File: src/rtl/i2c_rs_pkg.sv
package i2c_rs_pkg;

  typedef enum logic [3:0] {
    S_IDLE,
    S_ADDR,
    S_AACK,
    S_WADDR,
    S_WAACK,
    S_WDATA,
    S_WDACK,
    S_RLOAD,
    S_RDATA,
    S_RACK
  } eng_state_t;

endpackage

File: src/rtl/i2c_rs_filter.sv
module i2c_rs_filter #(
  parameter int SYNC_STAGES = 2,
  parameter int FILT_LEN    = 3
) (
  input  logic clk,
  input  logic rst,
  input  logic din,
  output logic dout
);
  localparam int CNT_W = $clog2(FILT_LEN + 1);

  logic [SYNC_STAGES-1:0] sync_q;
  logic [FILT_LEN-1:0]    win_q;
  logic [CNT_W-1:0]       ones;
  logic                   maj;

  always_comb begin
    ones = '0;
    for (int i = 0; i < FILT_LEN; i++) ones = ones + CNT_W'(win_q[i]);
    maj = (ones > CNT_W'(FILT_LEN / 2));
  end

  always_ff @(posedge clk) begin
    if (rst) begin
      sync_q <= '1;
      win_q  <= '1;
      dout   <= 1'b1;
    end else begin
      sync_q <= {sync_q[SYNC_STAGES-2:0], din};
      win_q  <= {win_q[FILT_LEN-2:0], sync_q[SYNC_STAGES-1]};
      dout   <= maj;
    end
  end

  // a full window of ones must yield a high filtered line
  p_filt_major_r2: assert property (@(posedge clk) disable iff (rst)
    (&win_q) |=> dout);

endmodule

File: src/rtl/i2c_rs_cond.sv
module i2c_rs_cond (
  input  logic clk,
  input  logic rst,
  input  logic scl_f,
  input  logic sda_f,
  output logic start_o,
  output logic stop_o,
  output logic scl_rise,
  output logic scl_fall
);
  logic scl_q, sda_q;

  always_ff @(posedge clk) begin
    if (rst) begin
      scl_q <= 1'b1;
      sda_q <= 1'b1;
    end else begin
      scl_q <= scl_f;
      sda_q <= sda_f;
    end
  end

  assign start_o  = scl_f & scl_q & sda_q & ~sda_f;
  assign stop_o   = scl_f & scl_q & ~sda_q & sda_f;
  assign scl_rise = scl_f & ~scl_q;
  assign scl_fall = ~scl_f & scl_q;

  // bus events are mutually exclusive
  p_event_excl_r2: assert property (@(posedge clk) disable iff (rst)
    $onehot0({start_o, stop_o, scl_rise, scl_fall}));

endmodule

File: src/rtl/i2c_rs_engine.sv
module i2c_rs_engine
  import i2c_rs_pkg::*;
#(
  parameter int          ADDR_W   = 6,
  parameter int          DATA_W   = 8,
  parameter logic [6:0]  DEV_ADDR = 7'h68
) (
  input  logic              clk,
  input  logic              rst,
  input  logic              pwr_fail,
  input  logic              start_i,
  input  logic              stop_i,
  input  logic              scl_rise,
  input  logic              scl_fall,
  input  logic              sda_s,
  input  logic [DATA_W-1:0] reg_rdata,
  output logic              sda_oe,
  output logic [ADDR_W-1:0] reg_addr,
  output logic              reg_we,
  output logic [DATA_W-1:0] reg_wdata
);
  localparam int CNT_W = $clog2(DATA_W + 1);
  localparam logic [CNT_W-1:0] BITS = CNT_W'(DATA_W);

  eng_state_t        state;
  logic [ADDR_W-1:0] ptr;
  logic [CNT_W-1:0]  cnt;
  logic [DATA_W-1:0] shreg;
  logic [DATA_W-1:0] tx;
  logic              rw;
  logic              mack;

  assign reg_addr  = ptr;
  assign reg_wdata = shreg;

  always_ff @(posedge clk) begin
    if (rst) begin
      state  <= S_IDLE;
      ptr    <= '0;
      cnt    <= '0;
      shreg  <= '0;
      tx     <= '0;
      rw     <= 1'b0;
      mack   <= 1'b0;
      sda_oe <= 1'b0;
      reg_we <= 1'b0;
    end else begin
      reg_we <= 1'b0;
      if (pwr_fail) begin
        state  <= S_IDLE;
        ptr    <= '0;
        cnt    <= '0;
        sda_oe <= 1'b0;
      end else if (stop_i) begin
        state  <= S_IDLE;
        sda_oe <= 1'b0;
      end else if (start_i) begin
        state  <= S_ADDR;
        cnt    <= '0;
        sda_oe <= 1'b0;
      end else begin
        case (state)
          S_ADDR, S_WADDR, S_WDATA: begin
            if (scl_rise) begin
              shreg <= {shreg[DATA_W-2:0], sda_s};
              cnt   <= cnt + 1'b1;
            end else if (scl_fall && cnt == BITS) begin
              cnt <= '0;
              if (state == S_ADDR) begin
                if (shreg[DATA_W-1:1] == DEV_ADDR) begin
                  rw     <= shreg[0];
                  sda_oe <= 1'b1;
                  state  <= S_AACK;
                end else begin
                  state <= S_IDLE;
                end
              end else if (state == S_WADDR) begin
                sda_oe <= 1'b1;
                state  <= S_WAACK;
              end else begin
                sda_oe <= 1'b1;
                reg_we <= 1'b1;
                state  <= S_WDACK;
              end
            end
          end
          S_AACK: if (scl_fall) begin
            sda_oe <= 1'b0;
            state  <= rw ? S_RLOAD : S_WADDR;
          end
          S_WAACK: if (scl_fall) begin
            ptr    <= shreg[ADDR_W-1:0];
            sda_oe <= 1'b0;
            state  <= S_WDATA;
          end
          S_WDACK: if (scl_fall) begin
            ptr    <= ptr + 1'b1;
            sda_oe <= 1'b0;
            state  <= S_WDATA;
          end
          S_RLOAD: begin
            tx     <= reg_rdata;
            sda_oe <= ~reg_rdata[DATA_W-1];
            cnt    <= '0;
            state  <= S_RDATA;
          end
          S_RDATA: if (scl_fall) begin
            if (cnt == BITS - 1'b1) begin
              sda_oe <= 1'b0;
              cnt    <= '0;
              state  <= S_RACK;
            end else begin
              sda_oe <= ~tx[DATA_W-2];
              tx     <= {tx[DATA_W-2:0], tx[DATA_W-1]};
              cnt    <= cnt + 1'b1;
            end
          end
          S_RACK: begin
            if (scl_rise) mack <= ~sda_s;
            else if (scl_fall) begin
              if (mack) begin
                ptr   <= ptr + 1'b1;
                state <= S_RLOAD;
              end else begin
                state <= S_IDLE;
              end
            end
          end
          default: ;
        endcase
      end
    end
  end

  // power-fail releases the bus, clears the pointer, blocks writes
  p_pf_abort_r9: assert property (@(posedge clk) disable iff (rst)
    pwr_fail |=> (!sda_oe && ptr == '0 && !reg_we));

  // write strobe lasts a single cycle
  p_we_pulse_r4: assert property (@(posedge clk) disable iff (rst)
    reg_we |=> !reg_we);

  // an idle (unaddressed) slave never pulls SDA
  p_idle_release_r7: assert property (@(posedge clk) disable iff (rst)
    (state == S_IDLE) |-> !sda_oe);

  // outside a pointer load or power-fail, the pointer only steps by one (mod 64)
  p_ptr_step_r8: assert property (@(posedge clk) disable iff (rst)
    (!$stable(ptr) && $past(state) != S_WAACK && !$past(pwr_fail))
      |-> (ptr == $past(ptr) + 1'b1));

endmodule

File: src/rtl/i2c_reg_slave.sv
module i2c_reg_slave #(
  parameter int         ADDR_W      = 6,
  parameter int         DATA_W      = 8,
  parameter logic [6:0] DEV_ADDR    = 7'h68,
  parameter int         SYNC_STAGES = 2,
  parameter int         FILT_LEN    = 3
) (
  input  logic              clk,
  input  logic              rst,
  input  logic              scl_in,
  input  logic              sda_in,
  input  logic              pwr_fail,
  output logic              sda_oe,
  output logic [ADDR_W-1:0] reg_addr,
  output logic              reg_we,
  output logic [DATA_W-1:0] reg_wdata,
  input  logic [DATA_W-1:0] reg_rdata
);
  localparam int LINES = 2;

  logic [LINES-1:0] raw_lines;
  logic [LINES-1:0] filt_lines;
  logic start_ev, stop_ev, rise_ev, fall_ev;

  assign raw_lines = {sda_in, scl_in};

  for (genvar i = 0; i < LINES; i++) begin : g_line
    i2c_rs_filter #(
      .SYNC_STAGES(SYNC_STAGES),
      .FILT_LEN   (FILT_LEN)
    ) u_filt (
      .clk (clk),
      .rst (rst),
      .din (raw_lines[i]),
      .dout(filt_lines[i])
    );
  end

  i2c_rs_cond u_cond (
    .clk     (clk),
    .rst     (rst),
    .scl_f   (filt_lines[0]),
    .sda_f   (filt_lines[1]),
    .start_o (start_ev),
    .stop_o  (stop_ev),
    .scl_rise(rise_ev),
    .scl_fall(fall_ev)
  );

  i2c_rs_engine #(
    .ADDR_W  (ADDR_W),
    .DATA_W  (DATA_W),
    .DEV_ADDR(DEV_ADDR)
  ) u_eng (
    .clk      (clk),
    .rst      (rst),
    .pwr_fail (pwr_fail),
    .start_i  (start_ev),
    .stop_i   (stop_ev),
    .scl_rise (rise_ev),
    .scl_fall (fall_ev),
    .sda_s    (filt_lines[1]),
    .reg_rdata(reg_rdata),
    .sda_oe   (sda_oe),
    .reg_addr (reg_addr),
    .reg_we   (reg_we),
    .reg_wdata(reg_wdata)
  );

endmodule

File: config.mk
export PLATFORM = sky130hd
export DESIGN_NAME = i2c_reg_slave
export DESIGN_NICKNAME = d
export VERILOG_FILES = /design/src/rtl/i2c_rs_pkg.sv /design/src/rtl/i2c_rs_filter.sv /design/src/rtl/i2c_rs_cond.sv /design/src/rtl/i2c_rs_engine.sv /design/src/rtl/i2c_reg_slave.sv
export SDC_FILE = /design/constraint.sdc
export NUM_CORES = 1
export LEC_CHECK = 0
export BUFFER_PORTS_ARGS = -buffer_cell sky130_fd_sc_hd__buf_4
export CORE_MARGIN = 2
export CORE_UTILIZATION = 40
export CTS_BUF_LIST = sky130_fd_sc_hd__clkbuf_8
export CTS_CLUSTER_DIAMETER = 200
export CTS_CLUSTER_SIZE = 10
export DETAILED_ROUTE_END_ITERATION = 7
export MAX_ROUTING_LAYER = met4
export SYNTH_ARGS = -nofsm -noshare
export SYNTH_HDL_FRONTEND = slang
export SYNTH_SLANG_ARGS = --single-unit
File: constraint.sdc
create_clock -name clk -period 4.4 [get_ports clk]
set_input_delay 0.88 -clock clk [delete_from_list [all_inputs] [get_ports clk]]
set_output_delay 0.88 -clock clk [all_outputs]
set_load 0.02 [all_outputs]
==> impl_metrics.env, run 1 <==
export IMPL_power_share_sequential_pct=58.9
export IMPL_fmaxAchievable_mhz=365
export IMPL_ys_seq_area_share_pct=35.8
export IMPL_clock_sinks=48
export IMPL_internal_power_uw=567
export IMPL_viasPerCell=5.76
export IMPL_fp_dieArea_sq_um=7390
export IMPL_grt_ovfl_total=0
export IMPL_synth_area_per_inst_sq_um=8.47
export IMPL_antenna_left=0
export IMPL_setup_viol_count_final=0
export IMPL_fin_tns_setup_ns=0
export IMPL_numCtsBuffers=5
export IMPL_initial_utilization_pct=41.8
export IMPL_finalCriticalPeriod_ns=2.74
export IMPL_synth_adder_area_share_pct=2.33
export IMPL_cts_resized_gates=0
export IMPL_timing_final_max_slew_violations=0
export IMPL_io_pins=29
export IMPL_layout_drive_gt1_share_pct=16.0
export IMPL_routed_via_count=2354
export IMPL_synth_main_ff_cell="sky130_fd_sc_hd__dfxtp_1"
export IMPL_grt_first_pass_wirelength_um=10300
export IMPL_synthesized_area_sq_um=2690
export IMPL_mapped_cells=317
export IMPL_final_min_period_over_clock_period_pct=62.3
export IMPL_clk_insertion_delay_late_ns=0.31
export IMPL_final_cell_count_without_fillers=409
export IMPL_core_area_sq_um=6420
export IMPL_power_switching_fraction_pct=24.1
export IMPL_r2r_end="u_eng.tx[6]"
export IMPL_synthesis_nets=335
export IMPL_ir_drop_mv=0.131
export IMPL_path_clk_slew_ns=0.10
export IMPL_end_kind="flop"
export IMPL_synth_top_family_by_area="simple AND/OR/NAND/NOR gates"
export IMPL_critical_path_required_ns=4.60
export IMPL_clock_tree_buffer_depth=2
export IMPL_clock_tree_htree_level_count=2
export IMPL_layout_commonest_cell="sky130_fd_sc_hd__dfxtp_1"
export IMPL_p_leak_uw=0.00119
export IMPL_run_status="complete, no violations"
export IMPL_worstPathArrival_ns=2.94
export IMPL_setup_worst_path_start_class="flop"
export IMPL_timing_critical_path_to="u_eng.tx[6]"
export IMPL_post_dp_hpwl_um=4220
export IMPL_complex_gate_fraction_of_the_synthesized_area_pct=22.4
export IMPL_postSynthRegisterBits=48
export IMPL_hold_viol=0
export IMPL_r2r_setup_slack_ns=1.66
export IMPL_insertedDiodeCount=0
export IMPL_fin_util_pct=46.5
export IMPL_tightestPinTransition_ns=1.08
export IMPL_critical_path_class="reg2reg"
export IMPL_cap_violations=0
export IMPL_num_fill_cells=634
export IMPL_cp_max_fo=23
export IMPL_critical_path_cell_list="nor4b_2 -> o21ai_0 -> a21oi_1 -> o21ai_0 -> o41ai_1"
export IMPL_detail_route_drc_violations=0
export IMPL_worst_path_buf_inv=0
export IMPL_ys_warn_count=0
export IMPL_routabilityCongestion=0.869
export IMPL_drt_initial_drc_count=195
export IMPL_placed_cells_incl_taps=401
export IMPL_largest_net_degree_at_the_start_of_global_routing=43
export IMPL_p_r_area_growth_vs_syn_pct=11.1
export IMPL_cp_num_cells=5
export IMPL_total_detailed_routing_wirelength_um=6070
export IMPL_post_cts_hold_buffer_count=0
export IMPL_crit_path_max_incr_delay_ns=0.88
export IMPL_gr_usage_all_layers_pct=17.7
export IMPL_num_nets_final=349
export IMPL_critPathTopFamily="compound AO/OA/AOI/OAI gates"
export IMPL_grt_antenna_before_repair=0
export IMPL_synthDistinctLibCells=57
export IMPL_critical_path_most_common_cell="sky130_fd_sc_hd__o21ai_0"
export IMPL_wl_per_cell_um=14.8
export IMPL_num_rows=29
export IMPL_die_extent_in_y_um=86.0
export IMPL_drt_pass1_iter_count=4
export IMPL_layout_common_cells="sky130_fd_sc_hd__dfxtp_1, sky130_fd_sc_hd__nor2_1, sky130_fd_sc_hd__buf_4, sky130_fd_sc_hd__mux2i_1, sky130_fd_sc_hd__a21oi_1"
export IMPL_synth_xor_area_share_pct=0.326
export IMPL_die_width_um=86.0
export IMPL_port_buffers=28
export IMPL_critPathLaunch="u_eng.state[3]"
export IMPL_post_cts_repair_setup_buffers=0
export IMPL_timing_hold_worst_start="g_line[0].u_filt.sync_q[1]"
export IMPL_asyncSetResetFlopFracSynth_pct=0
export IMPL_r2r_worst_path_cells=5
export IMPL_number_of_enable_flip_flop_cells_after_synthesis=0
export IMPL_power_density_cell_area_nw_per_um2=250
export IMPL_cts_tree="yes"
export IMPL_muxShareOfSynthArea_pct=8.20
export IMPL_critical_path_slowest_cell="sky130_fd_sc_hd__a21oi_1"
export IMPL_synth_simple_gate_area_share_pct=26.0
export IMPL_clkPwrFrac_pct=36.3
export IMPL_combinational_power_share_pct=4.7
export IMPL_grt_setup_unrepaired="false"
export IMPL_clockRootBuffer="sky130_fd_sc_hd__clkbuf_8"
export IMPL_clock_skew_final_ns=0.0122
export IMPL_fin_total_pwr_uw=748
export IMPL_power_switching_uw=181
export IMPL_slew_headroom_pct=27.9
export IMPL_worst_r2r_startpoint="u_eng.state[3]"
export IMPL_worst_hold_path_type="reg2reg"
export IMPL_grt_pass1_vias=2113
==> worst min-delay path by stage <==
stage	endpoint	cells past startpoint
final	g_line[0].u_filt.win_q[0]	1
after global routing	g_line[0].u_filt.win_q[0]	1
after CTS	g_line[0].u_filt.win_q[0]	1
after detailed placement	g_line[0].u_filt.win_q[0]	1
after global placement	g_line[0].u_filt.win_q[0]	1
after floorplan	g_line[0].u_filt.sync_q[1]	1
==> power by group through the flow <==
stage | Sequential [uW] | Clock, uW | Combinational [uW]
after detailed placement | 451 | 0 | 35.5
after floorplan | 448 | 0 | 23.8
after global routing | 441 | 299 | 40.2
after global placement | 451 | 0 | 35.6
final | 441 | 272 | 35.5
after CTS | 441 | 283 | 35.7
==> sequential cells by signal (all words and copies together) (netlist names) <==
name / cells
u_eng.reg_wdata: 8
u_eng.reg_we: 1
u_eng.sda_oe: 1
u_eng.rw: 1
u_cond.scl_q: 1
u_eng.cnt: 4
u_eng.reg_addr: 6
u_eng.mack: 1
g_line.u_filt.sync_q: 4
g_line.u_filt.dout: 2
g_line.u_filt.win_q: 6
u_eng.tx: 8
u_eng.state: 4
u_cond.sda_q: 1
==> metrics by stage <==
step	hold slack [ns]	cell area, sq um	setup WS (ns)
after floorplan	0.389	2690	2.58
after global placement	0.392	2890	1.78
after detailed placement	0.398	2890	1.72
after CTS	0.423	2990	1.67
after global routing	0.437	2990	1.35
final	0.420	2990	1.66
==> layer usage <==
layer,share of wire [%],wire length (um),global-route usage (%)
met2,45,2730,25.1
met5,0,0,-
met3,4.8,294,3.56
met1,49,2950,24.4
met4,1.7,103,7.22
==> cell families after synthesis <==
| kind of cell | count (synthesis) |
|---|---|
| and+or+nand+nor | 123 |
| AOI/OAI and AO/OA | 88 |
| buffers and inverters | 30 |
| muxes | 22 |
| xor gates and xnor gates | 1 |
| adders and majority gates | 5 |
| DFF | 48 |
==> layout make-up <==
cell class | count | area, sq um | share of cell area, %
Multi-Input combinational cell | 239 | 1590 | 53.4
Clock inverter | 3 | 22.5 | 0.754
Clock buffer | 5 | 68.8 | 2.31
Sequential cell | 48 | 961 | 32.2
Tap cell | 77 | 96.3 | 3.23
Inverter | 9 | 33.8 | 1.13
Timing Repair Buffer | 28 | 210 | 7.04
==> cells in the mapped netlist (all sizes together), types with 2 or more instances <==
| cell | instances | area (sq um) |
|---|---|---|
| nor2b | 14 | 87.6 |
| o21ai | 24 | 120 |
| and3 | 2 | 12.5 |
| nand4 | 4 | 25.0 |
| a31oi | 3 | 18.8 |
| and3b | 2 | 17.5 |
| ha | 5 | 62.6 |
| o211ai | 2 | 15.0 |
| a211oi | 2 | 15.0 |
| nand2 | 17 | 63.8 |
| nand2b | 5 | 31.3 |
| a21oi | 19 | 95.1 |
| a211o | 3 | 26.3 |
| o31a | 2 | 17.5 |
| nor2 | 29 | 109 |
| or3 | 3 | 18.8 |
| nand3 | 7 | 35.0 |
| a22oi | 2 | 15.0 |
| clkbuf | 9 | 33.8 |
| o31ai | 2 | 15.0 |
| a21o | 4 | 30.0 |
| buf | 12 | 65.1 |
| mux2i | 22 | 220 |
| nor3 | 9 | 50.1 |
| a311oi | 6 | 70.1 |
| and4b | 3 | 30.0 |
| and2 | 2 | 12.5 |
| or3b | 2 | 17.5 |
| nand4b | 3 | 26.3 |
| or2 | 14 | 87.6 |
| o41ai | 9 | 78.8 |
| dfxtp | 48 | 961 |
| inv | 9 | 33.8 |
==> worst register-to-register path, cell delays in order, from the launching register on <==
cell and delay (ns):
sky130_fd_sc_hd__dfxtp_1 0.77, sky130_fd_sc_hd__nor4b_2 0.53, sky130_fd_sc_hd__o21ai_0 0.17, sky130_fd_sc_hd__a21oi_1 0.88
sky130_fd_sc_hd__o21ai_0 0.19, sky130_fd_sc_hd__o41ai_1 0.10
Power figures use the tool's default switching activity.
==> run 2, diff against run 1 <==
==> constraint.sdc (replaced) <==
create_clock -name clk -period 2.5 [get_ports clk]
set_input_delay 0.5 -clock clk [delete_from_list [all_inputs] [get_ports clk]]
set_output_delay 0.5 -clock clk [all_outputs]
set_load 0.02 [all_outputs]
==> run 2 against run 1 <==
Against the previous run:
- count of clock-buffer cells in the layout unchanged
- worst hold slack got worse by 0.042 ns
- non-clock buffer count increased by 7
- total power increased by 100%
- critical endpoint is now u_eng.cnt[1]
==> impl_metrics.env, run 2 (synthesis gave the netlist of run 1 again) <==
export IMPL_cap_violations=0
export IMPL_slew_headroom_pct=52.4
export IMPL_num_rows=29
export IMPL_clock_skew_final_ns=0.00789
export IMPL_post_dp_hpwl_um=4370
export IMPL_layout_drive_gt1_share_pct=17.5
export IMPL_largest_net_degree_at_the_start_of_global_routing=43
export IMPL_total_detailed_routing_wirelength_um=6290
export IMPL_layout_common_cells="sky130_fd_sc_hd__dfxtp_1, sky130_fd_sc_hd__buf_4, sky130_fd_sc_hd__nor2_1, sky130_fd_sc_hd__mux2i_1, sky130_fd_sc_hd__a21oi_1"
export IMPL_fp_dieArea_sq_um=7390
export IMPL_clock_tree_htree_level_count=2
export IMPL_grt_setup_unrepaired="false"
export IMPL_cts_resized_gates=0
export IMPL_antenna_left=0
export IMPL_grt_first_pass_wirelength_um=10600
export IMPL_worstPathArrival_ns=2.40
export IMPL_port_buffers=28
export IMPL_clock_sinks=48
export IMPL_setup_viol_count_final=0
export IMPL_p_leak_uw=0.00124
export IMPL_die_width_um=86.0
export IMPL_grt_pass1_vias=2177
export IMPL_end_kind="flop"
export IMPL_drt_pass1_iter_count=4
export IMPL_worst_hold_slack_ns=0.378
export IMPL_wl_per_cell_um=15.1
export IMPL_grt_ovfl_total=0
export IMPL_finalCriticalPeriod_ns=2.16
export IMPL_grt_antenna_before_repair=0
export IMPL_post_cts_hold_buffer_count=0
export IMPL_critical_path_slowest_cell="sky130_fd_sc_hd__a2111oi_0"
export IMPL_cp_max_fo=14
export IMPL_drt_initial_drc_count=190
export IMPL_run_status="complete, no violations"
export IMPL_timing_final_max_slew_violations=0
export IMPL_critical_path_cell_list="nor4bb_1 -> a2111oi_0 -> o21ai_1 -> nand2_1 -> mux2i_1"
export IMPL_routabilityCongestion=0.914
export IMPL_gr_usage_all_layers_pct=18.1
export IMPL_path_clk_slew_ns=0.09
export IMPL_crit_path_max_incr_delay_ns=0.69
export IMPL_routed_via_count=2343
export IMPL_tightestPinTransition_ns=0.695
export IMPL_clk_insertion_delay_late_ns=0.31
export IMPL_io_pins=29
export IMPL_fmaxAchievable_mhz=463
export IMPL_cts_tree="yes"
export IMPL_post_cts_repair_setup_buffers=0
export IMPL_final_min_period_over_clock_period_pct=86.4
export IMPL_num_nets_final=356
export IMPL_ir_drop_mv=0.433
export IMPL_power_density_cell_area_nw_per_um2=489
export IMPL_hold_viol=0
export IMPL_initial_utilization_pct=41.8
export IMPL_clock_tree_buffer_depth=2
export IMPL_layout_commonest_cell="sky130_fd_sc_hd__dfxtp_1"
export IMPL_detail_route_drc_violations=0
export IMPL_viasPerCell=5.65
export IMPL_insertedDiodeCount=0
export IMPL_critical_path_required_ns=2.74
export IMPL_p_r_area_growth_vs_syn_pct=14.5
export IMPL_worst_path_buf_inv=0
export IMPL_setup_worst_path_start_class="flop"
export IMPL_die_extent_in_y_um=86.0
export IMPL_core_area_sq_um=6420
export IMPL_critical_path_class="reg2reg"
export IMPL_numCtsBuffers=5
export IMPL_clockRootBuffer="sky130_fd_sc_hd__clkbuf_8"
export IMPL_worst_hold_path_type="in2reg"
export IMPL_fin_tns_setup_ns=0
export IMPL_fin_total_pwr_uw=1500
export IMPL_critPathTopFamily="compound AO/OA/AOI/OAI gates"
==> run 2: layout make-up <==
| class | count | area (sq um) |
|---|---|---|
| clock buffer | 5 | 68.8 |
| clock inverter | 2 | 60.1 |
| fill | 613 | 3350 |
| inverter | 9 | 33.8 |
| multi-input combinational | 239 | 1590 |
| sequential | 48 | 961 |
| tap | 77 | 96.3 |
| timing repair buffer | 35 | 263 |
==> run 2: path summary, 6_finish.rpt <==
kind	startpoint	end	slack [ns]	cells past startpoint
setup / recovery	g_line[0].u_filt.dout	u_eng.cnt[1]	0.34	5
hold / removal	scl_in	g_line[0].u_filt.sync_q[0]	0.38	2
setup reg to reg	g_line[0].u_filt.dout	u_eng.cnt[1]	0.34	5
hold reg to reg	g_line[0].u_filt.sync_q[1]	g_line[0].u_filt.win_q[0]	0.41	1
==> run 2: metal layers <==
metal	global-route usage [%]	part of all wire, %	up-vias
met4	4.47	1.0	0
met3	3.18	5.6	6
li1	-	-	1207
met2	27.6	45	58
met5	-	0	-
met1	24.9	48	1072
==> run 2: report_power, final <==
group / total, uW / switching (uW) / internal [uW]
Clock: 666 / 272 / 394
Sequential: 775 / 5.21 / 770
Combinational: 63.9 / 35.3 / 28.6
Total: 1500 / 312 / 1190
==> run 2: stage by stage <==
step | util (%) | area [sq um] | setup slack, ns | std cells
2_1_floorplan | - | 2690 | 0.763 | 317
3_3_place_gp | 45.9 | 2950 | 0.480 | 408
3_5_place_dp | 45.9 | 2950 | 0.463 | 408
4_1_cts | 47.9 | 3080 | 0.358 | 415
5_1_grt | 47.9 | 3080 | 0.188 | 415
6_report | 47.9 | 3080 | 0.341 | 415
